### config.mk
export PLATFORM = sky130hd
export DESIGN_NAME = rtc_trim_core
export DESIGN_NICKNAME = d
export VERILOG_FILES = /design/src/rtl/rtc_trim_pkg.sv /design/src/rtl/rtc_addr_decode.sv /design/src/rtl/rtc_prescaler.sv /design/src/rtl/rtc_sec_counter.sv /design/src/rtl/rtc_event_status.sv /design/src/rtl/rtc_trim_core.sv
export SDC_FILE = /design/constraint.sdc
export NUM_CORES = 1
export LEC_CHECK = 0
export BUFFER_PORTS_ARGS = -buffer_cell sky130_fd_sc_hd__buf_2
export CAP_MARGIN = 10
export CORE_UTILIZATION = 52
export CTS_CLUSTER_SIZE = 10
export DETAILED_ROUTE_END_ITERATION = 10
export PLACE_DENSITY = 0.74
export REMOVE_ABC_BUFFERS = 1
export SLEW_MARGIN = 20
export SYNTH_ARGS = -nofsm -noshare
export SYNTH_HDL_FRONTEND = slang
export SYNTH_SLANG_ARGS = --single-unit
### constraint.sdc
create_clock -name clk -period 2.5 [get_ports clk]
set_input_delay 0.375 -clock clk [delete_from_list [all_inputs] [get_ports clk]]
set_output_delay 0.375 -clock clk [all_outputs]
set_load 0.01 [all_outputs]
### src/rtl/rtc_trim_pkg.sv
package rtc_trim_pkg;

   // Register selector produced by the address decoder.
   typedef enum logic [1:0] {
      REG_CNT = 2'd0,
      REG_ALM = 2'd1,
      REG_CTL = 2'd2,
      REG_TD  = 2'd3
   } rtc_reg_e;

   // Control/status word. Bit positions are software-visible:
   // 0 alarm flag, 1 tick flag, 2 alarm enable, 3 tick enable.
   typedef struct packed {
      logic tick_en;
      logic alarm_en;
      logic tick_flag;
      logic alarm_flag;
   } rtc_ctl_t;

   localparam int unsigned CTL_W = $bits(rtc_ctl_t);

   // Standard layout
   localparam int unsigned MAP0_CNT = 'h00;
   localparam int unsigned MAP0_ALM = 'h04;
   localparam int unsigned MAP0_CTL = 'h08;
   localparam int unsigned MAP0_TD  = 'h0C;

   // Alternate layout
   localparam int unsigned MAP1_ALM = 'h00;
   localparam int unsigned MAP1_CNT = 'h04;
   localparam int unsigned MAP1_TD  = 'h08;
   localparam int unsigned MAP1_CTL = 'h10;

endpackage

### src/rtl/rtc_addr_decode.sv
module rtc_addr_decode
   import rtc_trim_pkg::*;
#(
   parameter int unsigned ADDR_W  = 5,
   parameter bit          ALT_MAP = 1'b0
) (
   input  logic [ADDR_W-1:0] addr,
   output rtc_reg_e          sel,
   output logic              hit
);

   generate
      if (ALT_MAP) begin : g_alt_map
         always_comb begin
            hit = 1'b1;
            sel = REG_CNT;
            if      (addr == ADDR_W'(MAP1_ALM)) sel = REG_ALM;
            else if (addr == ADDR_W'(MAP1_CNT)) sel = REG_CNT;
            else if (addr == ADDR_W'(MAP1_TD))  sel = REG_TD;
            else if (addr == ADDR_W'(MAP1_CTL)) sel = REG_CTL;
            else                                hit = 1'b0;
         end
      end else begin : g_std_map
         always_comb begin
            hit = 1'b1;
            sel = REG_CNT;
            if      (addr == ADDR_W'(MAP0_CNT)) sel = REG_CNT;
            else if (addr == ADDR_W'(MAP0_ALM)) sel = REG_ALM;
            else if (addr == ADDR_W'(MAP0_CTL)) sel = REG_CTL;
            else if (addr == ADDR_W'(MAP0_TD))  sel = REG_TD;
            else                                hit = 1'b0;
         end
      end
   endgenerate

endmodule

### src/rtl/rtc_prescaler.sv
module rtc_prescaler #(
   parameter int unsigned DIV_W    = 16,
   parameter int unsigned TRIM_W   = 16,
   parameter int unsigned RST_DIV  = 32767,
   parameter int unsigned RST_TRIM = 0
) (
   input  logic              clk,
   input  logic              rst_n,
   input  logic              cfg_we,
   input  logic [DIV_W-1:0]  cfg_div,
   input  logic [TRIM_W-1:0] cfg_trim,
   output logic [DIV_W-1:0]  div_q,
   output logic [TRIM_W-1:0] trim_q,
   output logic              tick
);

   localparam int unsigned LIM_W = ((DIV_W > TRIM_W) ? DIV_W : TRIM_W) + 1;

   logic [LIM_W-1:0] cnt;
   logic [LIM_W-1:0] limit;

   // The period is divider + trim + 1 input cycles.
   assign limit = LIM_W'(div_q) + LIM_W'(trim_q);

   always_ff @(posedge clk or negedge rst_n) begin
      if (!rst_n) begin
         div_q  <= DIV_W'(RST_DIV);
         trim_q <= TRIM_W'(RST_TRIM);
         cnt    <= '0;
         tick   <= 1'b0;
      end else if (cfg_we) begin
         div_q  <= cfg_div;
         trim_q <= cfg_trim;
         cnt    <= '0;
         tick   <= 1'b0;
      end else if (cnt == limit) begin
         cnt    <= '0;
         tick   <= 1'b1;
      end else begin
         cnt    <= cnt + LIM_W'(1);
         tick   <= 1'b0;
      end
   end

   // a restart leaves the prescaler idle for the next cycle
   a_r3_restart_clears: assert property (@(posedge clk) disable iff (!rst_n)
      cfg_we |=> (cnt == '0 && !tick));

   // ticks are isolated whenever the period exceeds one cycle
   a_r3_tick_isolated: assert property (@(posedge clk) disable iff (!rst_n)
      (tick && limit != '0 && !cfg_we) |=> !tick);

endmodule

### src/rtl/rtc_sec_counter.sv
module rtc_sec_counter #(
   parameter int unsigned CNT_W = 32
) (
   input  logic             clk,
   input  logic             rst_n,
   input  logic             tick,
   input  logic             cnt_we,
   input  logic             alm_we,
   input  logic [CNT_W-1:0] wdata,
   output logic [CNT_W-1:0] seconds,
   output logic [CNT_W-1:0] alarm,
   output logic             alarm_hit
);

   logic match;
   logic match_q;

   always_ff @(posedge clk or negedge rst_n) begin
      if (!rst_n) begin
         seconds <= '0;
      end else if (cnt_we) begin
         seconds <= wdata;
      end else if (tick) begin
         seconds <= seconds + CNT_W'(1);
      end
   end

   always_ff @(posedge clk or negedge rst_n) begin
      if (!rst_n) begin
         alarm <= '0;
      end else if (alm_we) begin
         alarm <= wdata;
      end
   end

   assign match = (seconds == alarm);

   // Start at 1 so that the equality present at reset is not an event.
   always_ff @(posedge clk or negedge rst_n) begin
      if (!rst_n) match_q <= 1'b1;
      else        match_q <= match;
   end

   assign alarm_hit = match & ~match_q;

   // an unwritten tick adds exactly one, with wrap
   a_r4_tick_step: assert property (@(posedge clk) disable iff (!rst_n)
      (tick && !cnt_we) |=> seconds == $past(seconds) + CNT_W'(1));

   // a write lands even when a tick coincides
   a_r4_write_wins: assert property (@(posedge clk) disable iff (!rst_n)
      cnt_we |=> seconds == $past(wdata));

   // the alarm event is a single-cycle pulse
   a_r5_hit_pulse: assert property (@(posedge clk) disable iff (!rst_n)
      alarm_hit |=> !alarm_hit);

endmodule

### src/rtl/rtc_event_status.sv
module rtc_event_status
   import rtc_trim_pkg::*;
(
   input  logic             clk,
   input  logic             rst_n,
   input  logic             ctl_we,
   input  logic [CTL_W-1:0] wdata,
   input  logic             set_alarm,
   input  logic             set_tick,
   output rtc_ctl_t         ctl,
   output logic             irq_alarm,
   output logic             irq_tick
);

   rtc_ctl_t wr;
   logic     clr_alarm;
   logic     clr_tick;

   assign wr        = rtc_ctl_t'(wdata);
   assign clr_alarm = ctl_we & wr.alarm_flag;
   assign clr_tick  = ctl_we & wr.tick_flag;

   always_ff @(posedge clk or negedge rst_n) begin
      if (!rst_n) begin
         ctl <= '0;
      end else begin
         // A set beats a clear that arrives in the same cycle.
         ctl.alarm_flag <= set_alarm | (ctl.alarm_flag & ~clr_alarm);
         ctl.tick_flag  <= set_tick  | (ctl.tick_flag  & ~clr_tick);
         if (ctl_we) begin
            ctl.alarm_en <= wr.alarm_en;
            ctl.tick_en  <= wr.tick_en;
         end
      end
   end

   assign irq_alarm = ctl.alarm_flag & ctl.alarm_en;
   assign irq_tick  = ctl.tick_flag  & ctl.tick_en;

   // set wins over a simultaneous clear
   a_r8_alarm_set_wins: assert property (@(posedge clk) disable iff (!rst_n)
      set_alarm |=> ctl.alarm_flag);
   a_r8_tick_set_wins: assert property (@(posedge clk) disable iff (!rst_n)
      set_tick |=> ctl.tick_flag);

   // a flag only drops on a one written to its bit
   a_r7_tick_sticky: assert property (@(posedge clk) disable iff (!rst_n)
      (ctl.tick_flag && !clr_tick) |=> ctl.tick_flag);
   a_r7_alarm_clear: assert property (@(posedge clk) disable iff (!rst_n)
      (clr_alarm && !set_alarm) |=> !ctl.alarm_flag);

   // an interrupt line never rises without its enable
   a_r9_alarm_gated: assert property (@(posedge clk) disable iff (!rst_n)
      irq_alarm |-> ctl.alarm_en);

endmodule

### src/rtl/rtc_trim_core.sv
module rtc_trim_core
   import rtc_trim_pkg::*;
#(
   parameter int unsigned DATA_W   = 32,
   parameter int unsigned ADDR_W   = 5,
   parameter int unsigned CNT_W    = 32,
   parameter int unsigned DIV_W    = 16,
   parameter int unsigned TRIM_W   = 16,
   parameter int unsigned RST_DIV  = 32767,
   parameter int unsigned RST_TRIM = 0,
   parameter bit          ALT_MAP  = 1'b0
) (
   input  logic              clk,
   input  logic              rst_n,
   input  logic              bus_wr,
   input  logic [ADDR_W-1:0] bus_addr,
   input  logic [DATA_W-1:0] bus_wdata,
   output logic [DATA_W-1:0] bus_rdata,
   output logic              irq_tick,
   output logic              irq_alarm
);

   // Elaboration-time parameter checks
   generate
      if (DIV_W + TRIM_W > DATA_W) begin : g_bad_td
         $error("trim and divider fields do not fit the data word");
      end
      if (CNT_W > DATA_W) begin : g_bad_cnt
         $error("counter wider than the data word");
      end
      if (ADDR_W < 5) begin : g_bad_addr
         $error("address too narrow for the register layouts");
      end
      if (DIV_W == 0 || TRIM_W == 0) begin : g_bad_fields
         $error("divider and trim fields need at least one bit");
      end
   endgenerate

   rtc_reg_e         sel;
   logic             hit;
   logic             we_cnt, we_alm, we_ctl, we_td;
   logic [DIV_W-1:0] div_q;
   logic [TRIM_W-1:0] trim_q;
   logic             tick;
   logic [CNT_W-1:0] seconds;
   logic [CNT_W-1:0] alarm;
   logic             alarm_hit;
   rtc_ctl_t         ctl;

   rtc_addr_decode #(
      .ADDR_W  (ADDR_W),
      .ALT_MAP (ALT_MAP)
   ) u_decode (
      .addr (bus_addr),
      .sel  (sel),
      .hit  (hit)
   );

   assign we_cnt = bus_wr & hit & (sel == REG_CNT);
   assign we_alm = bus_wr & hit & (sel == REG_ALM);
   assign we_ctl = bus_wr & hit & (sel == REG_CTL);
   assign we_td  = bus_wr & hit & (sel == REG_TD);

   rtc_prescaler #(
      .DIV_W    (DIV_W),
      .TRIM_W   (TRIM_W),
      .RST_DIV  (RST_DIV),
      .RST_TRIM (RST_TRIM)
   ) u_prescaler (
      .clk      (clk),
      .rst_n    (rst_n),
      .cfg_we   (we_td),
      .cfg_div  (bus_wdata[DIV_W-1:0]),
      .cfg_trim (bus_wdata[DIV_W +: TRIM_W]),
      .div_q    (div_q),
      .trim_q   (trim_q),
      .tick     (tick)
   );

   rtc_sec_counter #(
      .CNT_W (CNT_W)
   ) u_counter (
      .clk       (clk),
      .rst_n     (rst_n),
      .tick      (tick),
      .cnt_we    (we_cnt),
      .alm_we    (we_alm),
      .wdata     (bus_wdata[CNT_W-1:0]),
      .seconds   (seconds),
      .alarm     (alarm),
      .alarm_hit (alarm_hit)
   );

   rtc_event_status u_status (
      .clk       (clk),
      .rst_n     (rst_n),
      .ctl_we    (we_ctl),
      .wdata     (bus_wdata[CTL_W-1:0]),
      .set_alarm (alarm_hit),
      .set_tick  (tick),
      .ctl       (ctl),
      .irq_alarm (irq_alarm),
      .irq_tick  (irq_tick)
   );

   always_comb begin
      bus_rdata = '0;
      if (hit) begin
         case (sel)
            REG_CNT: bus_rdata[CNT_W-1:0] = seconds;
            REG_ALM: bus_rdata[CNT_W-1:0] = alarm;
            REG_CTL: bus_rdata[CTL_W-1:0] = ctl;
            REG_TD: begin
               bus_rdata[DIV_W-1:0]       = div_q;
               bus_rdata[DIV_W +: TRIM_W] = trim_q;
            end
            default: bus_rdata = '0;
         endcase
      end
   end

   // the tick flag follows every counter advance
   a_r6_tick_flags: assert property (@(posedge clk) disable iff (!rst_n)
      (tick && !we_cnt) |=> (ctl.tick_flag && seconds == $past(seconds) + CNT_W'(1)));

   // unmapped addresses read as zero
   a_r2_unmapped_zero: assert property (@(posedge clk) disable iff (!rst_n)
      !hit |-> bus_rdata == '0);

endmodule

== Yosys cells after proc, flatten, opt, wreduce, memory -nomap -nowiden ==
Cells that the tools add are included.
Storage, ports and cells
  output and inout bits: 34
  word-level logic and storage cells: 59
  flip-flop bits (word level): 119
Cells by class
  bitwise logic cells: 17
  muxes and demuxes: 17
  reductions and logical operators: 3
  equal/unequal tests: 8
  $add $sub $neg: 3
Operators with widths (count)
  2-to-1 mux 32 bit: 3
  one-hot mux 28 bit (3 select lines): 1
  2-to-1 mux 17 bit: 2
  adder 32 x 1 -> 32 bit, second input constant: 1
  equality test 32 bit: 1
  adder 16 x 16 -> 17 bit: 1
  adder 17 x 1 -> 17 bit, second input constant: 1
  equality test 17 bit: 1
  one-hot mux 4 bit (4 select lines): 1
  bitwise AND 1 bit: 12
  equality test 5 x 4 -> 1 bit, second input constant: 2
  2-to-1 mux 2 bit: 4
  2-to-1 mux 1 bit: 6
  equality test 5 x 3 -> 1 bit, second input constant: 1
  zero test 5 bit: 1
  equality test 2 bit, second input constant: 2
  NOT 1 bit: 3
  equality test 2 x 1 -> 1 bit, second input constant: 1
  zero test 2 bit: 1
  bitwise OR 1 bit: 2
  nonzero test 2 bit: 1

== Depth between registers and ports, before layout ==
Gate-level depths: netlist of the first run.
  word-level depth: 11
  mapped depth: 11

== By module ==
A second synthesis of the first run with hierarchy kept.
Second synthesis, totals
  cell total of the unflattened synthesis: 770
  area, all modules: 8181.6 um2
Modules (own cells, without submodules)
  rtc_sec_counter: times used 1, area an instance 3540.9 um2, cells an instance 352
  rtc_prescaler: times used 1, area an instance 3189.3 um2, cells an instance 282
  rtc_trim_core: times used 1, area an instance 1263.7 um2, cells an instance 121
  rtc_event_status: times used 1, area an instance 165.2 um2, cells an instance 12
  rtc_addr_decode: times used 1, area an instance 22.5 um2, cells an instance 3

== Least setup slack after synthesis of the first run ==
Ideal clock, no wire load.
  path kind: reg-to-reg
  from: register u_prescaler.div_q[6]
  to: register u_prescaler.cnt[10]
  stages on the path, launching flop included: 11
  setup slack: -243 ps
  arrival: 2617 ps
  library setup time: 126 ps
  path through: dfstp_2 -> ha_1 -> buf_4 -> a21oi_1 -> o21ai_0 -> a21o_1 -> a211oi_1 -> mux2_2 -> nor2_1 -> buf_2 -> a21oi_1
On the way
  cells in the longest elaborated chain, start to end: 4
Ends and longest elaborated chain
  start, declared: RTL line rtc_prescaler.sv:12  | output logic [DIV_W-1:0] div_q,
  start signal, assigned: RTL line rtc_prescaler.sv:27  | div_q <= DIV_W'(RST_DIV);
  start signal, assigned: RTL line rtc_prescaler.sv:32  | div_q <= cfg_div;
  adder 16 x 16 -> 17 bit: RTL line rtc_prescaler.sv:23  | assign limit = LIM_W'(div_q) + LIM_W'(trim_q);
  equality test 17 bit: RTL line rtc_prescaler.sv:36  | end else if (cnt == limit) begin
  2-to-1 mux 17 bit: RTL line rtc_prescaler.sv:36
  2-to-1 mux 17 bit: RTL line rtc_prescaler.sv:31  | end else if (cfg_we) begin
  end signal, assigned: RTL line rtc_prescaler.sv:40  | cnt <= cnt + LIM_W'(1);
  end, declared: RTL line rtc_prescaler.sv:19  | logic [LIM_W-1:0] cnt;
Every way passes these cells.
A chain may end at the register's enable or synchronous reset.

== Worst setup path after layout of the first run ==
  from: register u_prescaler.div_q[0]
  to: register u_prescaler.tick
On the way
  cells in the longest elaborated chain, start to end: 4
Ends and longest elaborated chain
  adder 16 x 16 -> 17 bit: RTL line rtc_prescaler.sv:23
  equality test 17 bit: RTL line rtc_prescaler.sv:36
  2-to-1 mux 1 bit: RTL line rtc_prescaler.sv:36
  2-to-1 mux 1 bit: RTL line rtc_prescaler.sv:31
  end signal, assigned: RTL line rtc_prescaler.sv:30  | tick <= 1'b0;
  end signal, assigned: RTL line rtc_prescaler.sv:35  | tick <= 1'b0;
  end signal, assigned: RTL line rtc_prescaler.sv:38  | tick <= 1'b1;
  end, declared: RTL line rtc_prescaler.sv:14  | output logic tick
Every way passes these cells.

==> run_results.csv, run 1 <==
group,metric,value,unit
grt,grt_util_met2,0.4792,
timing,fin_crit_sh,1.099,
grt,antenna_found_initial,0,
grt,grt_overflow,0,
die,pin_count,74,
clock_tree,cts_tree,"built",
die,die_x,122.0,um
cells_and_area,diodes,0,
grt,grt_usage,0.3054,
worst_setup_path,path_max_fanout,9,
worst_setup_path,cp.required,2860,ps
power,p_total,8.430,mW
die,die_h,122.0,um
cells_and_area,nets,980,
clock_tree,path_clk_slew,60,ps
placed_design,preCtsSetupSlack,-422.7,ps
worst_setup_path,r2r-end,"u_prescaler.tick",
run_status,violations,"negative setup slack",
yosys,ys_seq_area_frac,0.4005,
power,comb_power_share,0.349,
cells_and_area,mostFrequentLayoutCells,"103 x dfrtp_1, 82 x buf_4, 79 x nor2_1, 76 x nand2_1, 72 x buf_2",
flow_run,cap_violations,0,
power,p_seq_frac,0.353,
yosys,post_synth_num_cell_types,53,
timing,min_period,2748,ps
power,p_clk_frac,0.298,
placed_design,dp_hpwl,15550,um
power,power_density,901.4,nW/um^2
timing,setup_viol,18,
clock_tree,numCtsBuffers,17,
worst_setup_path,crit_end,"u_prescaler.tick",
worst_setup_path,rr_worst_depth,11,
grt,top_usage_layer,"met2",
drt,wl_per_cell,19.62,um
die,die_area,14880,sq um
run_status,status,"complete, but fails checks",
yosys,syn_area_per_cell,9.620,sq um
cells_and_area,final_common_cell,"dfrtp_1",
clock_tree,clk_path_buf_depth,2,
cells_and_area,seqCellArea,2998,sq um
grt,grtUsageMet3,0.05618,
cells_and_area,areaGrowthSynthToFinish,24.96,%
drt,first_pass_iters,7,
clock_tree,cts_root_buffer,"clkbuf_16",
power,p_leak,4.316,nW
cells_and_area,multi_input_area,4333,sq um
power,p_int,5.402,mW
timing,fin_skew,12.82,ps
timing,fmax,363.9,MHz
yosys,synth-main-ff-cell,"dfrtp_1",
drt,num_vias,6597,
timing,rsz0062_at_grt,"true",
drt,drc,0,
min_path,hold_path_class,"primary input to register",
worst_setup_path,r2r_slack,-250,ps
cells_and_area,fillers,1087,
yosys,syn_inst,778,
clock_tree,cts_sinks,119,
yosys,netlist_area,7485,sq um
cells_and_area,layout-drive-gt1-share,0.3191,
die,initial_utilization,0.5371,
power,p_sw,3.028,mW
drt,vias_per_cell,5.922,
clock_tree,htree_levels,4,
yosys,ys_seq_elements,119,
cells_and_area,fin_util,0.6712,
timing,finalMaxSlewViolations,0,
drt,drtAntennaViolNets,0,
worst_setup_path,path_class,"register to register",
power,swShare,0.3592,
yosys,async_flop_share,1.000,
worst_setup_path,startpoint,"u_prescaler.div_q[0]",
placed_design,io_buffer_count,73,
worst_setup_path,cp.arrival,3110,ps
timing,max_slew.worst_pin.slew,626.6,ps
drt,drt-initial-drc-count,604,
grt,grt_first_pass_wirelength,33980,um
worst_setup_path,worst_setup_path_end_kind,"register",
yosys,synth_edf_count,0,
placed_design,gp_congestion,0.8669,
grt,grt_pass1_vias,6452,
grt,use_met1,0.4138,
timing,layout_setup_ws,-248.1,ps
timing,finalSetupTns,-4027,ps
yosys,yosys_warnings,0,
clock_tree,clk_latency,430,ps
timing,slew_headroom,0.5784,
power,peakVddDrop,0.0005619,V
drt,drt_wl_total,21850,um
timing,hold_viol_final,0,
die,num_rows,43,
worst_setup_path,crit_path_start_kind,"register",
clock_tree,postCtsSetupBuffers,0,
die,core,13930,sq um
grt,grt_start_max_net_pins,51,
worst_setup_path,reg2reg_from,"u_prescaler.div_q[0]",
==> timing repair <==
action / in CTS / in global routing
resized for setup: 11 / 4
pin swaps: 6 / 1
cloned: 1 / 0
endpoints found under the hold margin: 25 / 0
endpoints found under the setup margin: 18 / 20
hold buffers: 1 / 0
==> how the worst min path moves through the flow <==
stage	startpoint	to	cells past startpoint
5_1_grt	bus_wdata[29]	u_counter.seconds[29]	3
6_report	bus_wdata[29]	u_counter.seconds[29]	3
3_5_place_dp	rst_n	u_counter.alarm[11]	1
4_1_cts	bus_wdata[15]	u_counter.seconds[15]	3
3_3_place_gp	rst_n	u_counter.alarm[11]	1
2_1_floorplan	rst_n	u_counter.alarm[0]	0
==> cell usage after synthesis (2+ instances only) <==
library cell / n / share of area
and3_1: 17 / 0.014
dfrtp_1: 103 / 0.34
and2_1: 10 / 0.0084
xor2_1: 69 / 0.081
clkbuf_1: 25 / 0.013
mux4_2: 4 / 0.012
a21boi_0: 2 / 0.0020
nor3b_1: 2 / 0.0020
o21ai_0: 38 / 0.025
nand4_1: 19 / 0.016
buf_1: 5 / 0.0025
clkbuf_2: 2 / 0.0013
or3_1: 2 / 0.0017
a21o_1: 5 / 0.0050
nor4_1: 12 / 0.010
a2111oi_0: 3 / 0.0035
inv_1: 9 / 0.0045
nand3_1: 28 / 0.019
nor2_1: 79 / 0.040
nor3_1: 7 / 0.0047
mux2_2: 68 / 0.10
dfstp_2: 16 / 0.056
o211ai_1: 5 / 0.0050
mux2i_1: 31 / 0.041
nand2_1: 76 / 0.038
o21a_1: 3 / 0.0030
ha_1: 18 / 0.030
buf_2: 4 / 0.0027
xnor2_1: 29 / 0.034
nor2b_1: 2 / 0.0017
and4_1: 3 / 0.0035
a21oi_1: 57 / 0.038
a211o_1: 3 / 0.0035
o22ai_1: 2 / 0.0017
o21bai_1: 2 / 0.0020
==> kinds of logic (layout without fill, tap and decap cells) <==
family                     after synthesis  after routing  synth area share
muxes                                  103            103            0.1558
DFF                                    119            119            0.4005
and+or+nand+nor                        260            260            0.1620
adders and majority gates               19             19           0.03277
buffers and inverters                   48            204           0.02875
xor gates and xnor gates                98             98            0.1147
AOI/OAI and AO/OA                      131            131            0.1055
==> layer usage <==
metal  routed length, um  part of all wire
met2               10190              0.47
met3                1158             0.053
met1                9736              0.45
met5                   0                 0
met4                 772             0.035
==> power by group through the flow <==
| stage | Sequential, mW | Clock, mW | Combinational [mW] |
|---|---|---|---|
| after floorplan | 2.82 | 0 | 1.72 |
| after global placement | 2.95 | 0 | 2.72 |
| after detailed placement | 2.97 | 0 | 2.77 |
| after CTS | 2.96 | 2.51 | 2.87 |
| after global routing | 3.03 | 2.60 | 3.19 |
| final | 2.98 | 2.52 | 2.94 |
==> registers in the layout (all words and copies together) (netlist names) <==
| name | cells |
|---|---|
| u_counter.alarm | 32 |
| u_counter.match_q | 1 |
| u_counter.seconds | 32 |
| u_prescaler.cnt | 17 |
| u_prescaler.div_q | 16 |
| u_prescaler.tick | 1 |
| u_prescaler.trim_q | 16 |
| u_status.ctl | 4 |
==> final cells by class <==
type | count | share of cell area
inverters | 9 | 0.003612
flip-flops and latches | 119 | 0.3205
clock buffers | 20 | 0.04990
repair buffers | 163 | 0.1233
multi-input cells | 611 | 0.4633
well taps | 180 | 0.02408
clock inverters | 12 | 0.01525
==> worst max-delay path: stages, from the launching register on <==
cell and delay, ps:
dfstp_2 560, ha_4 140, fa_2 220, a21oi_2 60
buf_4 140, o221a_4 300, o311ai_4 260, mux2i_1 140
nor4_1 280, and4_4 320, buf_12 130, and3_1 150
==> stage by stage <==
stage                     hold WS [ps]  instances  area (sq um)
after floorplan                  79.41        739          7303
after global placement           430.2       1080          8650
after detailed placement         426.2       1080          8650
after CTS                        183.1       1114          9335
after global routing             201.8       1114          9353
final                            181.7       1114          9353
(Power assumes the default switching activity.)
==> run 2, diff against run 1 <==
- BUFFER_PORTS_ARGS: -buffer_cell sky130_fd_sc_hd__buf_2 -> unset
- CELL_PAD_IN_SITES_DETAIL_PLACEMENT: unset -> 1
- CELL_PAD_IN_SITES_GLOBAL_PLACEMENT: unset -> 1
- CORE_UTILIZATION: 52 -> 45
- DONT_BUFFER_PORTS: unset -> 1
- PLACE_DENSITY: 0.74 -> unset
- PLACE_DENSITY_LB_ADDON: unset -> 0.1
==> run_results.csv, run 2 (same netlist as run 1, synthesis figures left out) <==
group,metric,value,unit
timing,min_period,2835,ps
worst_setup_path,r2r-end,"u_prescaler.cnt[16]",
worst_setup_path,path_class,"register to register",
worst_setup_path,path_buf_inv,2,
worst_setup_path,crit_path_start_kind,"register",
run_status,status,"complete, but fails checks",
cells_and_area,fin_util,0.5650,
clock_tree,cts_sinks,119,
worst_setup_path,cpPeakStageDelay,560,ps
timing,hold_viol_final,119,
power,p_seq_frac,0.351,
worst_setup_path,r2r_slack,-340,ps
placed_design,dp_hpwl,17990,um
cells_and_area,nets,914,
placed_design,dp.cells,1046,
flow_run,cap_violations,0,
grt,grt_pass1_vias,6650,
cells_and_area,largestRegisters,"u_counter.alarm (32), u_counter.seconds (32), u_prescaler.cnt (17)",
cells_and_area,fillers,1803,
power,p_clk_frac,0.296,
clock_tree,cts_root_buffer,"clkbuf_16",
worst_setup_path,crit_family,"compound AO/OA/AOI/OAI gates",
timing,slew_headroom,0.5150,
drt,drt_wl_total,25900,um
clock_tree,htree_levels,4,
cells_and_area,mostFrequentLayoutCells,"103 x dfrtp_1, 91 x buf_4, 77 x nor2_1, 76 x nand2_1, 69 x xor2_1",
clock_tree,clk_path_buf_depth,2,
clock_tree,clk_latency,430,ps
power,p_sw,3.091,mW
power,power_density,951.0,nW/um^2
placed_design,gp_congestion,0.8693,
drt,first_pass_iters,5,
die,core,16060,sq um
power,peakVddDrop,0.0004627,V
timing,fmax,352.7,MHz
grt,grt_first_pass_wirelength,38950,um
drt,vias_per_cell,5.893,
power,comb_power_share,0.353,
worst_setup_path,cp.required,2800,ps
drt,drt-initial-drc-count,254,
clock_tree,numCtsBuffers,17,
worst_setup_path,worst_setup_path_end_kind,"register",
grt,grt_start_max_net_pins,120,
timing,finalMaxSlewViolations,0,
cells_and_area,final_common_cell,"dfrtp_1",
timing,fin_skew,8.107,ps
grt,grt_overflow,0,
timing,fin_crit_sh,1.134,
timing,rsz0062_at_grt,"true",
drt,drc,0,
clock_tree,path_clk_slew,50,ps
power,p_int,5.537,mW
power,p_leak,4.014,nW
grt,grt_usage,0.3134,
cells_and_area,areaGrowthSynthToFinish,21.21,%
worst_setup_path,crit_chain,"ha_4, fa_2, a21oi_2, buf_4, o221a_4, o311ai_4, mux2i_2, nor4_2, and4_4, buf_12, a21oi_1",
worst_setup_path,path_max_fanout,9,
cells_and_area,multi_input_area,4365,sq um
cells_and_area,diodes,0,
run_status,violations,"negative hold slack, negative setup slack",
timing,hold_ws,-351.6,ps
timing,finalSetupTns,-5592,ps
drt,num_vias,6388,
drt,drtAntennaViolNets,0,
die,die_area,17150,sq um
worst_setup_path,reg2reg_from,"u_prescaler.div_q[0]",
worst_setup_path,cp.arrival,3140,ps
drt,wl_per_cell,23.90,um
power,swShare,0.3583,
timing,setup_viol,18,
die,pin_count,74,
clock_tree,cts_tree,"built",
cells_and_area,seqCellArea,2998,sq um
die,initial_utilization,0.4661,
cells_and_area,finalNonFillerCells,1084,
placed_design,io_buffer_count,0,
cells_and_area,layout-drive-gt1-share,0.2730,
worst_setup_path,cp_slowest_cell,"dfstp_2",
die,die_h,131.0,um
min_path,hold_path_class,"primary input to async pin",
worst_setup_path,rr_worst_depth,11,
grt,antenna_found_initial,0,
die,num_rows,46,
timing,max_slew.worst_pin.slew,720.9,ps
die,die_x,131.0,um
timing,layout_setup_ws,-335.1,ps
-- run 2: area by class of cell --
| type | instances | area share |
|---|---|---|
| inverters | 9 | 0.003724 |
| well taps | 216 | 0.02979 |
| flip-flops and latches | 119 | 0.3304 |
| repair buffers | 97 | 0.08840 |
| multi-input cells | 611 | 0.4812 |
| clock buffers | 23 | 0.05268 |
| clock inverters | 9 | 0.01379 |
-- run 2: repair_timing --
action,in CTS,in global routing
pin swaps,5,4
cloned,1,1
setup buffers,3,1
setup endpoints to repair,18,20
hold endpoints to repair,119,119
resized for setup,16,10
-- run 2: worst max path at each step --
stage,from,endpoint,slack (ps),cells past startpoint
final,u_prescaler.div_q[0],u_prescaler.cnt[16],-340,11
after global routing,u_prescaler.div_q[0],u_prescaler.cnt[12],-420,11
after CTS,u_prescaler.trim_q[0],u_prescaler.cnt[16],-360,10
after detailed placement,u_prescaler.div_q[0],u_prescaler.cnt[12],-510,10
after global placement,u_prescaler.div_q[0],u_prescaler.cnt[13],-400,10
after floorplan,bus_addr[4],u_counter.seconds[26],-1690,4
-- run 2: layer usage --
| layer | wire length (um) | vias to the layer above | track usage | share of wire |
|---|---|---|---|---|
| met5 | 0 | - | 0 | 0 |
| met4 | 636 | 0 | 0.1122 | 0.025 |
| met3 | 1177 | 34 | 0.06881 | 0.045 |
| met2 | 12430 | 139 | 0.4974 | 0.48 |
| met1 | 11660 | 3330 | 0.4212 | 0.45 |
| li1 | - | 2885 | - | - |
-- run 2: power groups by stage --
| stage | registers, mW | clock network (mW) | logic (mW) |
|---|---|---|---|
| CTS | 3.00 | 2.56 | 2.95 |
| finish | 3.03 | 2.55 | 3.05 |
| floorplan | 2.82 | 0 | 1.72 |
| global placement | 2.97 | 0 | 2.71 |
| global route | 3.07 | 2.66 | 3.28 |
| detailed placement | 3.01 | 0 | 2.81 |
-- run 2: stage by stage --
stage	total power, mW	hold slack, ps	area, sq um	setup slack [ps]
floorplan	4.532	79.41	7303	-1689
global placement	5.686	85.80	8312	-396.5
detailed placement	5.827	84.39	8312	-512.0
CTS	8.520	-358.7	9021	-364.4
global route	9.013	-363.4	9072	-421.7
finish	8.628	-351.6	9072	-335.1
